File: config.mk
export PLATFORM = sky130hd
export DESIGN_NAME = trig_interp_counter
export DESIGN_NICKNAME = d
export VERILOG_FILES = /design/src/rtl/tic_pkg.sv /design/src/rtl/tic_rst_sync.sv /design/src/rtl/tic_sync.sv /design/src/rtl/tic_count.sv /design/src/rtl/tic_ctrl.sv /design/src/rtl/trig_interp_counter.sv
export SDC_FILE = /design/constraint.sdc
export NUM_CORES = 1
export LEC_CHECK = 0
export BUFFER_PORTS_ARGS = -buffer_cell sky130_fd_sc_hd__buf_4
export CORE_MARGIN = 2
export CORE_UTILIZATION = 45
export DETAILED_ROUTE_END_ITERATION = 8
export GPL_TIMING_DRIVEN = 1
export PLACE_DENSITY = 0.64
export SETUP_SLACK_MARGIN = 0.1
export SLEW_MARGIN = 0
export SYNTH_ARGS = -nofsm -noshare
export SYNTH_HDL_FRONTEND = slang
export SYNTH_HIERARCHICAL = 1
export SYNTH_SLANG_ARGS = --single-unit
export TNS_END_PERCENT = 50
File: constraint.sdc
create_clock -name clk -period 2.9 [get_ports clk]
set_input_delay 0.29 -clock clk [delete_from_list [all_inputs] [get_ports clk]]
set_output_delay 0.29 -clock clk [all_outputs]
set_load 0.01 [all_outputs]
File: src/rtl/tic_pkg.sv
package tic_pkg;
  typedef enum logic [2:0] {
    ST_IDLE  = 3'd0,
    ST_ARMED = 3'd1,
    ST_GATE  = 3'd2,
    ST_COUNT = 3'd3,
    ST_DONE  = 3'd4
  } tic_state_e;
endpackage

File: src/rtl/tic_rst_sync.sv
module tic_rst_sync (
  input  logic clk,
  input  logic arst_n,
  output logic rst_n_o
);
  logic [1:0] rs_q;

  always_ff @(posedge clk or negedge arst_n) begin
    if (!arst_n) rs_q <= 2'b00;
    else         rs_q <= {rs_q[0], 1'b1};
  end

  assign rst_n_o = rs_q[1];
endmodule

File: src/rtl/tic_sync.sv
module tic_sync #(
  parameter int W      = 1,
  parameter int STAGES = 2
) (
  input  logic         clk,
  input  logic         rst_n,
  input  logic [W-1:0] d,
  output logic [W-1:0] q
);
  logic [W-1:0] stg_q [STAGES];

  for (genvar i = 0; i < STAGES; i++) begin : g_stg
    logic [W-1:0] stg_d;
    if (i == 0) begin : g_first
      assign stg_d = d;
    end else begin : g_rest
      assign stg_d = stg_q[i-1];
    end
    always_ff @(posedge clk or negedge rst_n) begin
      if (!rst_n) stg_q[i] <= '0;
      else        stg_q[i] <= stg_d;
    end
  end

  assign q = stg_q[STAGES-1];
endmodule

File: src/rtl/tic_count.sv
module tic_count #(
  parameter int CNT_W   = 16,
  parameter int TMO_CYC = 50000
) (
  input  logic             clk,
  input  logic             rst_n,
  input  logic             clr,
  input  logic             run,
  output logic [CNT_W-1:0] cnt,
  output logic             tmo_hit
);
  localparam int TMO_W = $clog2(TMO_CYC + 1);
  localparam logic [CNT_W-1:0] CNT_MAX = {CNT_W{1'b1}};
  localparam logic [TMO_W-1:0] TMO_LIM = TMO_W'(TMO_CYC);

  logic [CNT_W-1:0] cnt_q, cnt_d;
  logic [TMO_W-1:0] tmo_q, tmo_d;
  logic             cnt_en, tmo_en;

  always_comb begin
    cnt_en = clr | (run & (cnt_q != CNT_MAX));
    cnt_d  = clr ? '0 : cnt_q + 1'b1;
    tmo_en = clr | (run & (tmo_q != TMO_LIM));
    tmo_d  = clr ? '0 : tmo_q + 1'b1;
  end

  always_ff @(posedge clk or negedge rst_n) begin
    if (!rst_n) begin
      cnt_q <= '0;
      tmo_q <= '0;
    end else begin
      if (cnt_en) cnt_q <= cnt_d;
      if (tmo_en) tmo_q <= tmo_d;
    end
  end

  assign cnt     = cnt_q;
  assign tmo_hit = run & (tmo_q == TMO_LIM);
endmodule

File: src/rtl/tic_ctrl.sv
module tic_ctrl
  import tic_pkg::*;
#(
  parameter int CNT_W = 16
) (
  input  logic             clk,
  input  logic             rst_n,
  input  logic             arm,
  input  logic             rd,
  input  logic             trig_s,
  input  logic             done_s,
  input  logic             smp_tick,
  input  logic [CNT_W-1:0] cnt,
  input  logic             tmo_hit,
  output logic             gate,
  output logic             cnt_clr,
  output logic             cnt_run,
  output logic [CNT_W-1:0] res_cnt,
  output logic             res_ovf,
  output logic             res_vld,
  output tic_state_e       state
);
  tic_state_e       st_q, st_d;
  logic             trig_prev_q, done_prev_q;
  logic             trig_rise, done_rise;
  logic             gate_q, gate_d;
  logic [CNT_W-1:0] res_q, res_d;
  logic             ovf_q, ovf_d, vld_q, vld_d, res_en;

  assign trig_rise = trig_s & ~trig_prev_q;
  assign done_rise = done_s & ~done_prev_q;

  always_comb begin
    st_d   = st_q;
    res_d  = res_q;
    ovf_d  = ovf_q;
    vld_d  = vld_q;
    res_en = 1'b0;
    unique case (st_q)
      ST_IDLE:  if (arm) st_d = ST_ARMED;
      ST_ARMED: if (trig_rise) st_d = ST_GATE;
      ST_GATE:  if (smp_tick) st_d = ST_COUNT;
      ST_COUNT: begin
        if (done_rise) begin
          st_d = ST_DONE; res_en = 1'b1;
          res_d = cnt; ovf_d = 1'b0; vld_d = 1'b1;
        end else if (tmo_hit) begin
          st_d = ST_DONE; res_en = 1'b1;
          res_d = cnt; ovf_d = 1'b1; vld_d = 1'b1;
        end
      end
      ST_DONE: begin
        if (rd) begin
          st_d = ST_IDLE; res_en = 1'b1;
          ovf_d = 1'b0; vld_d = 1'b0;
        end
      end
      default: st_d = ST_IDLE;
    endcase
    gate_d = (st_d == ST_GATE);
  end

  always_ff @(posedge clk or negedge rst_n) begin
    if (!rst_n) begin
      st_q        <= ST_IDLE;
      trig_prev_q <= 1'b0;
      done_prev_q <= 1'b0;
      gate_q      <= 1'b0;
      res_q       <= '0;
      ovf_q       <= 1'b0;
      vld_q       <= 1'b0;
    end else begin
      st_q        <= st_d;
      trig_prev_q <= trig_s;
      done_prev_q <= done_s;
      gate_q      <= gate_d;
      if (res_en) begin
        res_q <= res_d;
        ovf_q <= ovf_d;
        vld_q <= vld_d;
      end
    end
  end

  assign gate    = gate_q;
  assign cnt_clr = (st_q == ST_GATE) & smp_tick;
  assign cnt_run = (st_q == ST_COUNT);
  assign res_cnt = res_q;
  assign res_ovf = ovf_q;
  assign res_vld = vld_q;
  assign state   = st_q;
endmodule

File: src/rtl/trig_interp_counter.sv
module trig_interp_counter
  import tic_pkg::*;
#(
  parameter int CNT_W    = 16,
  parameter int TMO_CYC  = 50000,
  parameter int SYNC_STG = 2
) (
  input  logic             clk,
  input  logic             rst_n,
  input  logic             trig_in,
  input  logic             smp_tick,
  input  logic             stretch_done,
  input  logic             arm,
  input  logic             rd,
  output logic             gate_o,
  output logic [CNT_W-1:0] res_cnt,
  output logic             res_ovf,
  output logic             res_vld
);
  logic             rst_n_s;
  logic [1:0]       async_in, sync_out;
  logic             cnt_clr, cnt_run, tmo_hit;
  logic [CNT_W-1:0] cnt_w;
  tic_state_e       state_w;

  tic_rst_sync u_rst (
    .clk     (clk),
    .arst_n  (rst_n),
    .rst_n_o (rst_n_s)
  );

  assign async_in = {stretch_done, trig_in};

  tic_sync #(.W(2), .STAGES(SYNC_STG)) u_sync (
    .clk   (clk),
    .rst_n (rst_n_s),
    .d     (async_in),
    .q     (sync_out)
  );

  tic_count #(.CNT_W(CNT_W), .TMO_CYC(TMO_CYC)) u_cnt (
    .clk     (clk),
    .rst_n   (rst_n_s),
    .clr     (cnt_clr),
    .run     (cnt_run),
    .cnt     (cnt_w),
    .tmo_hit (tmo_hit)
  );

  tic_ctrl #(.CNT_W(CNT_W)) u_ctrl (
    .clk      (clk),
    .rst_n    (rst_n_s),
    .arm      (arm),
    .rd       (rd),
    .trig_s   (sync_out[0]),
    .done_s   (sync_out[1]),
    .smp_tick (smp_tick),
    .cnt      (cnt_w),
    .tmo_hit  (tmo_hit),
    .gate     (gate_o),
    .cnt_clr  (cnt_clr),
    .cnt_run  (cnt_run),
    .res_cnt  (res_cnt),
    .res_ovf  (res_ovf),
    .res_vld  (res_vld),
    .state    (state_w)
  );
endmodule

==> qor.csv <==
stage,metric,value,unit
placed_design,DP HPWL,3940,µm
clock_network,Max Root-Sink Buffers,2,
worst_setup_path,CP Capture Type,register,
timing,Slew @ Worst Pin,752,ps
floorplan,FP Rows,29,
worst_setup_path,Crit Path Max Fanout,16,
timing,unrepaired setup endpoints after global routing,no,
drt,DRT iter0 DRCs,109,
clock_network,CTS tree,done,
clock_network,total CTS buffers,9,
drt,final wirelength,5690,µm
pwr,Leak Pwr,1.53,nW
drt,DRT Pass-1 Iters,6,
worst_setup_path,Buf/Inv on CP,2,
pwr,Sw Pwr,0.971,mW
cells_and_area,final cell count without fillers,382,
pwr,sequential share of power,47.9,%
cells_and_area,antenna diode count,0,
timing,relative slew slack,49.3,%
drt,Routed WL per cell,14.9,µm
placed_design,port bufs,25,
timing,number of setup violations in the final report,0,
clock_network,Resized Gates After CTS,0,
job,max-cap violation count,0,
clock_network,clock insertion delay at the later pin of the skew report,340,ps
clock_network,Clock transition at path regs,70,ps
pwr,peak supply drop,436,µV
cells_and_area,final net count,311,
cells_and_area,layout cells sized above 1,24.9,%
synthesis,Most used DFF post-synth,dfrtp_1,
synthesis,Yosys top cell area share,51.5,%
timing,Final Hold Vio Count,0,
timing,Hold WS,59.1,ps
worst_setup_path,Setup CP Type,register to register,
placed_design,Placer Congestion,0.805,
global_route,largest net degree at the start of global routing,27,
clock_network,CTS H-tree depth,3,
synthesis,synthesized area,3020,µm²
pwr,Power Density,819,nW/µm²
cells_and_area,most frequent cells in the layout,"dfrtp_1 (61), buf_4 (30), a21oi_1 (19)",
pwr,Logic pwr share,28.6,%
drt,routed via count,2184,
timing,fmax,420,MHz
worst_setup_path,"CP delay by family, top",simple AND/OR/NAND/NOR gates,
worst_setup_path,r2r setup slk,520,ps
drt,post-route ant nets,0,
floorplan,die span in y,85.9,µm
pwr,Clock power frac,23.5,%
worst_hold_path,Hold WC Path Type,primary input to register,
floorplan,I/O pin count,26,
timing,Final Critical Period,2380,ps
synthesis,total of warnings raised by yosys,6,
pwr,internal power,1.89,mW
synthesis,#FFs+latches synth,62,
synthesis,number of library cell types mapped by synthesis,55,
timing,Tcrit/Tclk final,82.1,%
floorplan,Die W,85.9,µm
synthesis,post-synthesis async set-or-reset flop share,100,%
worst_setup_path,Worst setup SP type,register,
synthesis,mean post-synth cell area,11.3,µm²
placed_design,dpl cells,366,
worst_setup_path,CP max stage delay,580,ps
clock_network,Clock Sinks,62,
synthesis,syn nets,276,
timing,Max Slew Vio Count,0,
synthesis,cell taking the most area after synthesis,dfrtp_1,
worst_setup_path,CP cell instances,"or4b_4, nor4_1, and2_1, inv_1, a21oi_4, buf_4, mux2_2",
cells_and_area,post-route cell area,3490,µm²
global_route,vias in the first global route,2131,
timing,setup TNS,0,ps
drt,Remaining DRCs,0,
floorplan,initial core utilization,47.0,%
clock_network,postcts setup bufs,0,
worst_setup_path,slowest CP cell,or4b_4,
timing,Clock Skews,12.1,ps
cells_and_area,synth-to-layout area growth,15.8,%
global_route,GR Overflow Total,0,
global_route,total global-route track usage,17.4,%
status,run status,completed,
global_route,initial antenna violation count,0,
cells_and_area,"commonest non-fill, non-tap cell in the layout",dfrtp_1,
floorplan,Die Area,7370,µm²
synthesis,Mapped Cells,266,
global_route,first-pass GRT wire length,10100,µm
floorplan,total core area,6420,µm²
synthesis,top post-synthesis cells by area,"dfrtp_1 (51%), mux2_4 (5.0%), a21oi_1 (3.2%), mux2_2 (2.2%), nand3_1 (2.0%)",
placed_design,placed instance area,3300,µm²
worst_setup_path,Worst EP arrival,2600,ps
pwr,Switching Share,34.0,%
synthesis,post-synthesis sequential area ratio,51.5,%
synthesis,Post-synth EDFFs,0,
worst_setup_path,WP data required,3120,ps
clock_network,Clock Tree Root,clkbuf_8,
drt,Vias/cell,5.72,
[power groups by stage]
stage	Combinational (mW)	Sequential (mW)	Clock [mW]
6_report	0.817	1.37	0.671
5_1_grt	0.909	1.42	0.739
4_1_cts	0.825	1.37	0.700
3_5_place_dp	0.821	1.38	0
3_3_place_gp	0.801	1.37	0
2_1_floorplan	0.534	1.36	0
[cell type report]
class / instances / area, µm²
fillers: 580 / 2930
well taps: 77 / 96.3
clock buffers: 12 / 155
repair buffers: 32 / 255
inverters: 9 / 33.8
flip-flops and latches: 62 / 1550
clock inverters: 3 / 21.3
multi-input cells: 187 / 1380
[kinds of logic (layout without fill, tap and decap cells)]
family	after synthesis	in the layout	synth area share (%)
buffers and inverters	17	56	2.99
multiplexers	22	22	9.25
AO/OA/AOI/OAI	52	52	11.7
XOR/XNOR	8	8	2.32
flip-flops	62	62	51.5
adder cells (fa/ha/maj)	3	3	1.24
other	1	1	0.124
AND/OR/NAND/NOR	101	101	20.9
[stage by stage]
| step | utilization [%] | setup WS, ps | power (mW) |
|---|---|---|---|
| finish | 54.4 | 518 | 2.86 |
| floorplan | - | 649 | 1.89 |
| detailed placement | 51.5 | 494 | 2.20 |
| CTS | 54.4 | 481 | 2.89 |
| global route | 54.4 | 405 | 3.07 |
| global placement | 51.5 | 516 | 2.17 |
[synthesized netlist by cell type, drive strengths merged, types with 6 or more instances]
master / instances
a21oi: 20
nand4: 9
nand3: 12
inv: 9
or3: 13
nand2: 13
o21ai: 16
o31ai: 6
dfrtp: 62
nor2: 14
mux2: 17
[flip-flops by register name, indices dropped and copies added (netlist names)]
signal and count:
u_ctrl/trig_prev_q 1, u_sync/q 2, u_rst/rs_q 2, u_sync/g_stg.stg_d 2, u_ctrl/res_vld 1, u_cnt/tmo_q 16
u_ctrl/gate 1, u_ctrl/state 3, u_ctrl/res_ovf 1, u_ctrl/done_prev_q 1, u_cnt/cnt 16, u_ctrl/res_cnt 16
[path summary, 6_finish.rpt]
check	from	end	cells past startpoint
worst max-delay path	u_cnt/tmo_q[5]	u_ctrl/res_cnt[6]	7
worst min-delay path	stretch_done	u_sync/g_stg[1].stg_d[1]	1
worst max register to register	u_cnt/tmo_q[5]	u_ctrl/res_cnt[6]	7
worst min register to register	u_rst/rs_q[1]	u_cnt/tmo_q[11]	0
max in group asynchronous	u_rst/rs_q[1]	u_cnt/cnt[8]	1
min in group asynchronous	u_rst/rs_q[1]	u_cnt/tmo_q[11]	0
[per-layer routing]
layer,routed length (µm),vias to the layer above,GRT usage [%]
li1,-,1054,-
met1,2680,1096,22.3
met2,2790,29,27.7
met3,179,5,5.87
met4,44,0,5.92
met5,0,-,0
[what timing repair did]
item                       4_1_cts  5_1_grt
setup endpoints to repair        0        0
hold buffers                     1        0
hold endpoints to repair         2        0
Note: power is estimated with default switching activity, not from simulation.
